$ cat src/rtl/dmac_regblk_pkg.sv
package dmac_regblk_pkg;

  localparam int unsigned BUS_AW = 9;
  localparam int unsigned DATA_W = 32;
  localparam int unsigned CTRL_W = 6;
  localparam int unsigned RING_HI_SHIFT = 16;

  localparam logic [BUS_AW-1:0] OFS_STOP = 9'h140;
  localparam logic [BUS_AW-1:0] OFS_STAT = 9'h144;
  localparam logic [BUS_AW-1:0] OFS_IEN  = 9'h148;
  localparam logic [BUS_AW-1:0] OFS_LOOP = 9'h150;

  typedef enum logic [3:0] {
    SEL_NONE,
    SEL_CH_ADDR,
    SEL_CH_XLEN,
    SEL_CH_YLEN,
    SEL_CH_CTRL,
    SEL_STRIDE,
    SEL_STOP,
    SEL_STAT,
    SEL_IEN,
    SEL_LOOP
  } reg_sel_e;

endpackage

$ cat src/rtl/dmac_rst_sync.sv
module dmac_rst_sync (
  input  logic clk,
  input  logic rst_n,
  output logic rst_sync_n
);

  logic [1:0] sync_q;
  logic [1:0] sync_d;

  always_comb begin
    sync_d = {sync_q[0], 1'b1};
  end

  always_ff @(posedge clk or negedge rst_n) begin
    if (!rst_n) begin
      sync_q <= 2'b00;
    end else begin
      sync_q <= sync_d;
    end
  end

  assign rst_sync_n = sync_q[1];

endmodule

$ cat src/rtl/dmac_chan_bank.sv
module dmac_chan_bank
  import dmac_regblk_pkg::*;
#(
  parameter int unsigned NCH      = 16,
  parameter int unsigned LEN_W    = 16,
  parameter int unsigned STRIDE_W = 16
) (
  input  logic                     clk,
  input  logic                     rst_n,
  input  logic                     wr_en,
  input  reg_sel_e                 sel,
  input  logic [3:0]               idx,
  input  logic [DATA_W-1:0]        wdata,
  output logic [NCH*DATA_W-1:0]    cfg_addr,
  output logic [NCH*LEN_W-1:0]     cfg_xlen,
  output logic [NCH*LEN_W-1:0]     cfg_ylen,
  output logic [NCH*CTRL_W-1:0]    cfg_ctrl,
  output logic [NCH*STRIDE_W-1:0]  cfg_stride,
  output logic [DATA_W-1:0]        rd_data
);

  for (genvar ch = 0; ch < NCH; ch++) begin : g_chan
    logic                we_addr, we_xlen, we_ylen, we_ctrl, we_stride;
    logic [DATA_W-1:0]   addr_q;
    logic [LEN_W-1:0]    xlen_q;
    logic [LEN_W-1:0]    ylen_q;
    logic [CTRL_W-1:0]   ctrl_q;
    logic [STRIDE_W-1:0] stride_q;

    // Clock enables, one per register of this channel
    always_comb begin
      we_addr   = wr_en && (sel == SEL_CH_ADDR) && (idx == 4'(ch));
      we_xlen   = wr_en && (sel == SEL_CH_XLEN) && (idx == 4'(ch));
      we_ylen   = wr_en && (sel == SEL_CH_YLEN) && (idx == 4'(ch));
      we_ctrl   = wr_en && (sel == SEL_CH_CTRL) && (idx == 4'(ch));
      we_stride = wr_en && (sel == SEL_STRIDE)  && (idx == 4'(ch));
    end

    always_ff @(posedge clk or negedge rst_n) begin
      if (!rst_n) begin
        addr_q   <= '0;
        xlen_q   <= '0;
        ylen_q   <= '0;
        ctrl_q   <= '0;
        stride_q <= '0;
      end else begin
        if (we_addr)   addr_q   <= wdata;
        if (we_xlen)   xlen_q   <= wdata[LEN_W-1:0];
        if (we_ylen)   ylen_q   <= wdata[LEN_W-1:0];
        if (we_ctrl)   ctrl_q   <= wdata[CTRL_W-1:0];
        if (we_stride) stride_q <= wdata[STRIDE_W-1:0];
      end
    end

    assign cfg_addr[ch*DATA_W +: DATA_W]       = addr_q;
    assign cfg_xlen[ch*LEN_W +: LEN_W]         = xlen_q;
    assign cfg_ylen[ch*LEN_W +: LEN_W]         = ylen_q;
    assign cfg_ctrl[ch*CTRL_W +: CTRL_W]       = ctrl_q;
    assign cfg_stride[ch*STRIDE_W +: STRIDE_W] = stride_q;
  end

  // Readback of the selected channel word; sel is only set for idx < NCH
  always_comb begin
    rd_data = '0;
    case (sel)
      SEL_CH_ADDR: rd_data = cfg_addr[int'(idx)*DATA_W +: DATA_W];
      SEL_CH_XLEN: rd_data = DATA_W'(cfg_xlen[int'(idx)*LEN_W +: LEN_W]);
      SEL_CH_YLEN: rd_data = DATA_W'(cfg_ylen[int'(idx)*LEN_W +: LEN_W]);
      SEL_CH_CTRL: rd_data = DATA_W'(cfg_ctrl[int'(idx)*CTRL_W +: CTRL_W]);
      SEL_STRIDE:  rd_data = DATA_W'(cfg_stride[int'(idx)*STRIDE_W +: STRIDE_W]);
      default:     rd_data = '0;
    endcase
  end

endmodule

$ cat src/rtl/dmac_launch.sv
module dmac_launch
  import dmac_regblk_pkg::*;
#(
  parameter int unsigned NCH = 16
) (
  input  logic              clk,
  input  logic              rst_n,
  input  logic              wr_en,
  input  reg_sel_e          sel,
  input  logic [3:0]        idx,
  input  logic [DATA_W-1:0] wdata,
  output logic [NCH-1:0]    ch_start,
  output logic [NCH-1:0]    ch_stop,
  output logic [NCH-1:0]    ch_ring,
  output logic [DATA_W-1:0] loop_q
);

  logic [NCH-1:0] start_d;
  logic [NCH-1:0] stop_d;
  logic           loop_we;

  always_comb begin
    start_d = '0;
    if (wr_en && (sel == SEL_CH_ADDR)) begin
      start_d = NCH'(1) << idx;
    end
    stop_d  = (wr_en && (sel == SEL_STOP)) ? wdata[NCH-1:0] : '0;
    loop_we = wr_en && (sel == SEL_LOOP);
  end

  always_ff @(posedge clk or negedge rst_n) begin
    if (!rst_n) begin
      ch_start <= '0;
      ch_stop  <= '0;
      loop_q   <= '0;
    end else begin
      ch_start <= start_d;
      ch_stop  <= stop_d;
      if (loop_we) loop_q <= wdata;
    end
  end

  // Ring mode needs the low and the high enable bit of a channel
  for (genvar n = 0; n < NCH; n++) begin : g_ring
    assign ch_ring[n] = loop_q[n] & loop_q[n + RING_HI_SHIFT];
  end

endmodule

$ cat src/rtl/dmac_evt_irq.sv
module dmac_evt_irq #(
  parameter int unsigned NCH = 16
) (
  input  logic           clk,
  input  logic           rst_n,
  input  logic [NCH-1:0] ch_evt,
  input  logic           clr_we,
  input  logic           ien_we,
  input  logic [NCH-1:0] wmask,
  output logic [NCH-1:0] stat_q,
  output logic [NCH-1:0] ien_q,
  output logic           irq
);

  logic [NCH-1:0] stat_d;
  logic [NCH-1:0] clr_mask;

  // Clear first, then merge events so a same-cycle event survives
  always_comb begin
    clr_mask = clr_we ? wmask : '0;
    stat_d   = (stat_q & ~clr_mask) | ch_evt;
  end

  always_ff @(posedge clk or negedge rst_n) begin
    if (!rst_n) begin
      stat_q <= '0;
      ien_q  <= '0;
    end else begin
      stat_q <= stat_d;
      if (ien_we) ien_q <= wmask;
    end
  end

  assign irq = |(stat_q & ien_q);

endmodule

$ cat src/rtl/dmac_regblk.sv
module dmac_regblk
  import dmac_regblk_pkg::*;
#(
  parameter int unsigned NCH      = 16,
  parameter int unsigned LEN_W    = 16,
  parameter int unsigned STRIDE_W = 16
) (
  input  logic                     clk,
  input  logic                     rst_n,
  input  logic [BUS_AW-1:0]        bus_addr,
  input  logic                     bus_wr,
  input  logic [DATA_W-1:0]        bus_wdata,
  output logic [DATA_W-1:0]        bus_rdata,
  input  logic [NCH-1:0]           ch_evt,
  output logic [NCH-1:0]           ch_start,
  output logic [NCH-1:0]           ch_stop,
  output logic [NCH-1:0]           ch_ring,
  output logic [NCH*DATA_W-1:0]    cfg_addr,
  output logic [NCH*LEN_W-1:0]     cfg_xlen,
  output logic [NCH*LEN_W-1:0]     cfg_ylen,
  output logic [NCH*CTRL_W-1:0]    cfg_ctrl,
  output logic [NCH*STRIDE_W-1:0]  cfg_stride,
  output logic                     irq
);

  // NCH may not exceed 16: the ring mask pairs bit n with bit n+16
  logic              rst_sync_n;
  reg_sel_e          hit_sel;
  logic [3:0]        hit_idx;
  logic [DATA_W-1:0] bank_rd;
  logic [DATA_W-1:0] loop_q;
  logic [NCH-1:0]    stat_q;
  logic [NCH-1:0]    ien_q;
  logic              clr_we;
  logic              ien_we;

  dmac_rst_sync u_rst_sync (
    .clk        (clk),
    .rst_n      (rst_n),
    .rst_sync_n (rst_sync_n)
  );

  // Address decode: channel words, strides, then the shared registers
  always_comb begin
    hit_sel = SEL_NONE;
    hit_idx = bus_addr[7:4];
    if (bus_addr[1:0] == 2'b00) begin
      if (bus_addr[8] == 1'b0) begin
        if (int'(bus_addr[7:4]) < NCH) begin
          case (bus_addr[3:2])
            2'd0:    hit_sel = SEL_CH_ADDR;
            2'd1:    hit_sel = SEL_CH_XLEN;
            2'd2:    hit_sel = SEL_CH_YLEN;
            default: hit_sel = SEL_CH_CTRL;
          endcase
        end
      end else if (bus_addr[7:6] == 2'b00) begin
        hit_idx = bus_addr[5:2];
        if (int'(bus_addr[5:2]) < NCH) begin
          hit_sel = SEL_STRIDE;
        end
      end else begin
        case (bus_addr)
          OFS_STOP: hit_sel = SEL_STOP;
          OFS_STAT: hit_sel = SEL_STAT;
          OFS_IEN:  hit_sel = SEL_IEN;
          OFS_LOOP: hit_sel = SEL_LOOP;
          default:  hit_sel = SEL_NONE;
        endcase
      end
    end
  end

  assign clr_we = bus_wr && (hit_sel == SEL_STAT);
  assign ien_we = bus_wr && (hit_sel == SEL_IEN);

  dmac_chan_bank #(
    .NCH      (NCH),
    .LEN_W    (LEN_W),
    .STRIDE_W (STRIDE_W)
  ) u_bank (
    .clk        (clk),
    .rst_n      (rst_sync_n),
    .wr_en      (bus_wr),
    .sel        (hit_sel),
    .idx        (hit_idx),
    .wdata      (bus_wdata),
    .cfg_addr   (cfg_addr),
    .cfg_xlen   (cfg_xlen),
    .cfg_ylen   (cfg_ylen),
    .cfg_ctrl   (cfg_ctrl),
    .cfg_stride (cfg_stride),
    .rd_data    (bank_rd)
  );

  dmac_launch #(
    .NCH (NCH)
  ) u_launch (
    .clk      (clk),
    .rst_n    (rst_sync_n),
    .wr_en    (bus_wr),
    .sel      (hit_sel),
    .idx      (hit_idx),
    .wdata    (bus_wdata),
    .ch_start (ch_start),
    .ch_stop  (ch_stop),
    .ch_ring  (ch_ring),
    .loop_q   (loop_q)
  );

  dmac_evt_irq #(
    .NCH (NCH)
  ) u_evt (
    .clk    (clk),
    .rst_n  (rst_sync_n),
    .ch_evt (ch_evt),
    .clr_we (clr_we),
    .ien_we (ien_we),
    .wmask  (bus_wdata[NCH-1:0]),
    .stat_q (stat_q),
    .ien_q  (ien_q),
    .irq    (irq)
  );

  // Readback; the stop register is write-only and reads as zero
  always_comb begin
    case (hit_sel)
      SEL_CH_ADDR, SEL_CH_XLEN, SEL_CH_YLEN,
      SEL_CH_CTRL, SEL_STRIDE:  bus_rdata = bank_rd;
      SEL_STAT:                 bus_rdata = DATA_W'(stat_q);
      SEL_IEN:                  bus_rdata = DATA_W'(ien_q);
      SEL_LOOP:                 bus_rdata = loop_q;
      default:                  bus_rdata = '0;
    endcase
  end

endmodule

$ cat config.mk
export PLATFORM = sky130hd
export DESIGN_NAME = dmac_regblk
export DESIGN_NICKNAME = d
export VERILOG_FILES = /design/src/rtl/dmac_regblk_pkg.sv /design/src/rtl/dmac_rst_sync.sv /design/src/rtl/dmac_chan_bank.sv /design/src/rtl/dmac_launch.sv /design/src/rtl/dmac_evt_irq.sv /design/src/rtl/dmac_regblk.sv
export SDC_FILE = /design/constraint.sdc
export NUM_CORES = 2
export LEC_CHECK = 0
export CAP_MARGIN = 10
export CORE_AREA = 2 2 586 588
export DETAILED_ROUTE_END_ITERATION = 16
export DIE_AREA = 0 0 588 590
export PLACE_DENSITY = 0.43
export SYNTH_ARGS = -nofsm -noshare
export SYNTH_HDL_FRONTEND = slang
export SYNTH_HIERARCHICAL = 1
export SYNTH_SLANG_ARGS = --single-unit
$ cat constraint.sdc
create_clock -name clk -period 41.3 [get_ports clk]
set_input_delay 12.39 -clock clk [delete_from_list [all_inputs] [get_ports clk]]
set_output_delay 12.39 -clock clk [all_outputs]
set_load 0.02 [all_outputs]
Word-level counts from Yosys, hierarchy flattened:

Index checks and enable logic that the tools add are counted.

* bitwise operators: 20
* shift-type cells: 6
* reduce and logical (&&, ||, !) cells: 95
* multiply operators: 1
* multiplexer cells: 13
* eq/ne operators: 30

Operator list (number)
* indexed part select 256 x 9 -> 16 bit: 3
* indexed part select 512 x 10 -> 32 bit: 1
* case mux 32 bit (5 select lines): 1
* case mux 32 bit (4 select lines): 1
* indexed part select 96 x 8 -> 6 bit: 1
* logical AND 1 bit: 89
* two-way mux 16 bit: 3
* equality test 4 bit (second input constant): 10
* equality test 9 bit (second input constant): 4
* bitwise AND 16 bit: 2
* equality test 4 x 3 -> 1 bit (second input constant): 8
* two-way mux 4 bit: 6
* bitwise AND 1 bit: 16
* equality test 4 x 2 -> 1 bit (second input constant): 4
* inverter 16 bit: 1
* bitwise OR 16 bit: 1
* case mux 4 bit (4 select lines): 1
* OR reduction 16 bit: 1
* << shifter 1 x 4 -> 16 bit (first input constant): 1
* case mux 3 bit (3 select lines): 1
* equality test 4 x 1 -> 1 bit (second input constant): 2
* logical NOT 2 bit: 3
* multiplier 4 x 2 -> 6 bit (second input constant): 1
* OR reduction 5 bit: 1
* other kinds (3): 3

* output and inout bits: 1457
* word-level logic and storage cells: 251
* register bits: 1474
* input port bits: 60

Depth between registers and ports, before layout:

* depth in word-level cells: 11
* depth in mapped cells: 18
* depth with buffers taken out: 13

Cells and area by module:

The synthesis kept the hierarchy.

Modules (own cells, without submodules)
* dmac_chan_bank: instances 1, cells each 4255, area each 61894.4 um^2, seq. area each 34433.0 um^2
* dmac_launch: instances 1, cells each 161, area each 2507.4 um^2, seq. area each 1601.5 um^2
* dmac_evt_irq: instances 1, cells each 93, area each 1318.8 um^2, seq. area each 800.8 um^2
* dmac_regblk: instances 1, cells each 102, area each 945.9 um^2, seq. area each 0.0 um^2
* dmac_rst_sync: instances 1, cells each 3, area each 53.8 um^2, seq. area each 50.0 um^2

Worst setup path after synthesis:

OpenSTA, ideal clock, no wires.

* path type: input-to-output
* from: input bus_addr[7]
* to: output bus_rdata[0]
* cell stages on the path: 12
* path slack: 13221 ps
* data arrival time: 15689 ps
* data required time: 28910 ps
* path through: or3b_1 nor2_1 nand2_1 o21ai_0 buf_2 buf_2 buf_2 mux4_2 mux4_2 a21oi_1 o31ai_1 a221o_1

* word-level cells in the longest chain between the ends: 8

RTL lines
* start: declaration: line dmac_regblk.sv:10 `input logic [BUS_AW-1:0] bus_addr,`
* logical NOT 2 bit (*): line dmac_regblk.sv:57 `end else if (bus_addr[7:6] == 2'b00) begin`
* two-way mux 4 bit (*): line dmac_regblk.sv:57
* two-way mux 4 bit (*): line dmac_regblk.sv:48 `if (bus_addr[8] == 1'b0) begin`
* two-way mux 4 bit (*): line dmac_regblk.sv:47 `if (bus_addr[1:0] == 2'b00) begin`
* net hit_idx[0]: line dmac_regblk.sv:29 `logic [3:0] hit_idx;`
* multiplier 4 x 2 -> 6 bit: line dmac_chan_bank.sv:69 `SEL_CH_CTRL: rd_data = DATA_W'(cfg_ctrl[int'(idx)*CTRL_W +: CTRL_W]);`
* indexed part select 96 x 8 -> 6 bit: line dmac_chan_bank.sv:69
* case mux 32 bit (5 select lines) (*): line dmac_chan_bank.sv:65 `case (sel)`
* net bank_rd[0]: line dmac_regblk.sv:30 `logic [DATA_W-1:0] bank_rd;`
* case mux 32 bit (4 select lines) (*): line dmac_regblk.sv:127 `case (hit_sel)`
* end: declaration: line dmac_regblk.sv:13 `output logic [DATA_W-1:0] bus_rdata,`

The timed path passes the listed nets; every way through them passes the cells marked *.

Worst setup path in the final report:

* from: input bus_addr[3]
* to: output bus_rdata[2]

* word-level cells in the longest chain between the ends: 8

RTL lines
* equality test 9 bit: line dmac_regblk.sv:63 `case (bus_addr)`
* case mux 4 bit (4 select lines): line dmac_regblk.sv:63
* two-way mux 4 bit: line dmac_regblk.sv:57
* two-way mux 4 bit (*): line dmac_regblk.sv:48
* two-way mux 4 bit (*): line dmac_regblk.sv:47
* net hit_sel[1]: line dmac_regblk.sv:28 `reg_sel_e hit_sel;`
* equality test 4 x 3 -> 1 bit, or another cell as far along: line dmac_chan_bank.sv:65
* case mux 32 bit (5 select lines) (*): line dmac_chan_bank.sv:65
* net bank_rd[2]: line dmac_regblk.sv:30
* case mux 32 bit (4 select lines) (*): line dmac_regblk.sv:127

Marked as above.

==> summary.log <==
INFO  run_status     status=completed
INFO  global_route   gr-total-overflow=0
INFO  worst_setup_path critPathMostFrequentCell=sky130_fd_sc_hd__buf_4
INFO  cts            sink_count=1474
INFO  power_and_ir_drop clock_power_share=0.458
INFO  cells_and_area finish.net_count=6069
INFO  detailed_routing drt-initial-drc-count=4307
INFO  run            cap_violations=0
INFO  synth          synth_ff_type=sky130_fd_sc_hd__dfrtp_1
INFO  detailed_routing drc_errors=0
INFO  detailed_routing route.detailed.vias_per_inst=4.84
INFO  power_and_ir_drop fin_total_pwr=3.77mW
INFO  synth          synth_edf_count=0
INFO  sta            grt_setup_unrepaired=false
INFO  worst_setup_path cp_max_fo=61
INFO  synth          mappedNetlistArea=0.0667mm^2
INFO  synth          synth-async-reset-ratio=1.00
INFO  global_route   grt_antenna_before_repair=42
INFO  cells_and_area multi_input_area=0.0280mm^2
INFO  sta            finalHoldViolCount=0
INFO  cells_and_area num-fill-cells=35.3k
INFO  power_and_ir_drop power.net_switching=1.08mW
INFO  detailed_routing total_number_of_vias=51.9k
INFO  sta            timing_worst_slew_pin_value=1.17ns
INFO  cts            clockBufferDepth=4
INFO  sta            timing.slew.headroom=0.213
INFO  power_and_ir_drop p_comb_frac=0.129
INFO  detailed_routing length_of_the_first_detailed_routing_pass_in_iterations=7
INFO  cts            clock_tree.root_cell=sky130_fd_sc_hd__clkbuf_16
INFO  global_route   grt_pass1_wl=557000um
INFO  die            die_width=588um
INFO  power_and_ir_drop power_density=40.5mW/mm^2
INFO  sta            final-max-slew-violation-count=0
INFO  synth          synth-seq-cells=1474
INFO  detailed_routing final_antenna_net_count=0
INFO  detailed_routing routed_wirelength=429000um
INFO  worst_setup_path crit_chain=clkdlybuf4s50_1, inv_1, ha_1, o21bai_1, o32ai_1, nand2_1, inv_1, buf_4, nor4bb_4, buf_4, buf_4, buf_4, a221o_1, a21oi_1, o41ai_1, nand4_1, o21ai_1, a221o_1, clkdlybuf4s50_1
INFO  worst_setup_path timing.setup.critical_path_class=in2out
INFO  cts            worst_setup_hold_path_clk_slew=0.06ns
INFO  placed_design  globalplace.congestion=0.882
INFO  placed_design  post-place-cells=10.4k
INFO  synth          post_synth_inst_count=4614
INFO  cells_and_area layout.cells.most_common_list=1500 x sky130_fd_sc_hd__clkdlybuf4s50_1, 1473 x sky130_fd_sc_hd__dfrtp_1, 1359 x sky130_fd_sc_hd__mux2_2
INFO  global_route   grt.total_usage=0.238
INFO  cells_and_area synthToLayoutAreaGrowth=39.8%
INFO  global_route   grt_max_degree=128
INFO  cells_and_area mostFrequentLayoutCell=sky130_fd_sc_hd__clkdlybuf4s50_1
INFO  die            placeableCoreArea=0.341mm^2
INFO  synth          ys_seq_area_frac=0.553
INFO  cts            cts-buffers-inserted=190
INFO  cts            htree_levels=4
INFO  synth          synth_cell_type_count=78
INFO  min_path       timing.hold.worst.class=reg2async
INFO  worst_setup_path critical_path_arrival=19.90ns
INFO  worst_setup_path timing.critical_path.slowest_cell_delay=0.94ns
INFO  synth          post_syn_area_per_cell=14.5um^2
INFO  detailed_routing routedWlPerCell=39.9um
INFO  power_and_ir_drop p_int=2.69mW
INFO  power_and_ir_drop power.sequential.fraction=0.413
INFO  placed_design  half_perimeter_wire_length_after_placement=317000um
INFO  die            die_h=590um
INFO  synth          ys_warn_count=6
INFO  die            floorplan_row_count=215
INFO  cts            cts_hold_buf=0
INFO  sta            final.setup.tns=0ns
INFO  cts            clk-insertion-delay-late=0.92ns
INFO  power_and_ir_drop power_switching_share=0.288
INFO  synth          syn_nets=4678
INFO  worst_setup_path critPathSlowestCell=sky130_fd_sc_hd__o21ai_1
INFO  worst_setup_path crit_path_end_kind=output pin
INFO  die            initial_utilization=0.196
INFO  cells_and_area drive_gt1_frac=0.345
INFO  power_and_ir_drop leakage=41.6nW
INFO  sta            finalSetupViolations=0
INFO  die            io_pins=1517
INFO  worst_setup_path timing.critical_path.from_type=input port
INFO  cells_and_area register_area=0.0369mm^2
INFO  placed_design  buffer_ports.inserted=1516
INFO  die            die_area=0.347mm^2
INFO  cts            cts-resized-gates=0
INFO  sta            fin_worst_skew=0.0449ns
INFO  sta            final_worst_path_period_share=0.782
INFO  global_route   via_count_of_the_first_global_routing_pass=52.5k
INFO  power_and_ir_drop vdd_drop_max=0.0000312V
INFO  worst_setup_path worst-endpoint-required=28.91ns
INFO  cts            cts_tree=built
INFO  cells_and_area final_cells=10.7k
INFO  cts            post-cts-setup-buffers=0
INFO  sta            clock.fmax=0.0310GHz
INFO  sta            post-route-min-period=32.29ns
## power groups by stage
stage	clock [mW]	sequential, mW	combinational [mW]
6_report	1.73	1.56	0.488
5_1_grt	1.83	1.56	0.511
4_1_cts	1.77	1.56	0.497
3_5_place_dp	0	1.58	0.495
3_3_place_gp	0	1.58	0.494
2_1_floorplan	0	1.65	0.147
## critical path, delay by kind of cell
| family | cells | cell delay, ns |
|---|---|---|
| compound gates | 7 | 2.69 |
| fa+ha+maj | 1 | 0.22 |
| simple gates | 3 | 1.06 |
| buf+inv | 8 | 3.39 |
## flip-flops by register name, indices dropped and copies added, names as in the netlist
name	cells
u_bank/g_chan.addr_q	512
u_bank/g_chan.stride_q	256
u_bank/g_chan.xlen_q	256
u_bank/g_chan.ylen_q	256
u_bank/g_chan.ctrl_q	96
u_launch/loop_q	32
u_evt/ien_q	16
u_evt/stat_q	16
u_launch/ch_start	16
u_launch/ch_stop	16
u_rst_sync/sync_q	2
## path summary, 6_finish.rpt
check / from / endpoint / slack, ns / depth (start not counted)
setup / recovery: bus_addr[3] / bus_rdata[2] / 9.01 / 19
hold / removal: u_rst_sync/sync_q[1] / u_bank/g_chan[11].stride_q[4] / 0.25 / 0
setup reg to reg: u_rst_sync/sync_q[1] / u_bank/g_chan[6].addr_q[4] / 36.56 / 5
hold reg to reg: u_rst_sync/sync_q[1] / u_bank/g_chan[11].stride_q[4] / 0.25 / 0
max in group asynchronous: rst_n / u_rst_sync/sync_q[1] / 29.49 / 1
min in group clk: u_rst_sync/sync_q[0] / u_rst_sync/sync_q[1] / 0.35 / 0
## layout make-up
type | count | share of cell area
Inverter | 10 | 0.000402
Tap cell | 4557 | 0.0611
Antenna cell | 22 | 0.000590
Sequential cell | 1474 | 0.396
Clock inverter | 63 | 0.00826
Multi-Input combinational cell | 2678 | 0.301
Clock buffer | 280 | 0.0593
Timing Repair Buffer | 1651 | 0.174
## per-layer routing
metal,vias to the layer above,global-route usage,routed length [um]
li1,20300,-,-
met1,28500,0.298,174000
met2,2579,0.387,200000
met3,516,0.0788,39700
met4,8,0.0726,14700
met5,-,0,45
## metrics by stage
step           cell area [um^2]  hold WS, ns  utilization  worst slack, ns
2_1_floorplan             66700        0.331            -            13.22
3_3_place_gp              86900        0.299        0.255             8.62
3_5_place_dp              86900        0.300        0.255             8.78
4_1_cts                   93200        0.263        0.273             8.78
5_1_grt                   93200        0.304        0.273             8.66
6_report                  93300        0.253        0.273             9.01
## cells by family (layout without fill, tap and decap cells)
kind of cell             Yosys count  after routing  share of synthesized area
flip-flops                      1474           1474                      0.553
AND/OR/NAND/NOR                  316            316                     0.0262
buffers and inverters            462           2004                     0.0312
XOR/XNOR                           1              1                   0.000131
other                              1             23                  0.0000562
multiplexers                    1616           1616                      0.307
AO/OA/AOI/OAI                    740            740                     0.0818
adder cells (fa/ha/maj)            4              4                   0.000750
## Yosys cell counts, drive strengths merged (4+ instances only)
| library cell | count | area [um^2] |
|---|---|---|
| ha | 4 | 50.1 |
| or3 | 12 | 75.1 |
| clkbuf | 254 | 973 |
| a32o | 16 | 160 |
| a22oi | 63 | 473 |
| o22ai | 20 | 125 |
| mux2 | 1425 | 16200 |
| a22o | 30 | 263 |
| dfrtp | 1474 | 36900 |
| o31ai | 4 | 30.0 |
| nand4 | 5 | 31.3 |
| nor3b | 6 | 61.3 |
| nand2 | 105 | 459 |
| nor3 | 10 | 50.1 |
| nand2b | 24 | 175 |
| inv | 10 | 37.5 |
| a21oi | 161 | 817 |
| or2 | 5 | 33.8 |
| and2 | 36 | 225 |
| mux4 | 190 | 4280 |
| nor2b | 24 | 153 |
| buf | 198 | 1070 |
| and3 | 4 | 25.0 |
| o21ai | 135 | 679 |
| o41ai | 6 | 52.6 |
| a221oi | 120 | 1050 |
| a221o | 145 | 1450 |
| nor2 | 48 | 185 |
| nor4 | 26 | 175 |
| a21o | 22 | 165 |
Power figures use the tool's default switching activity.
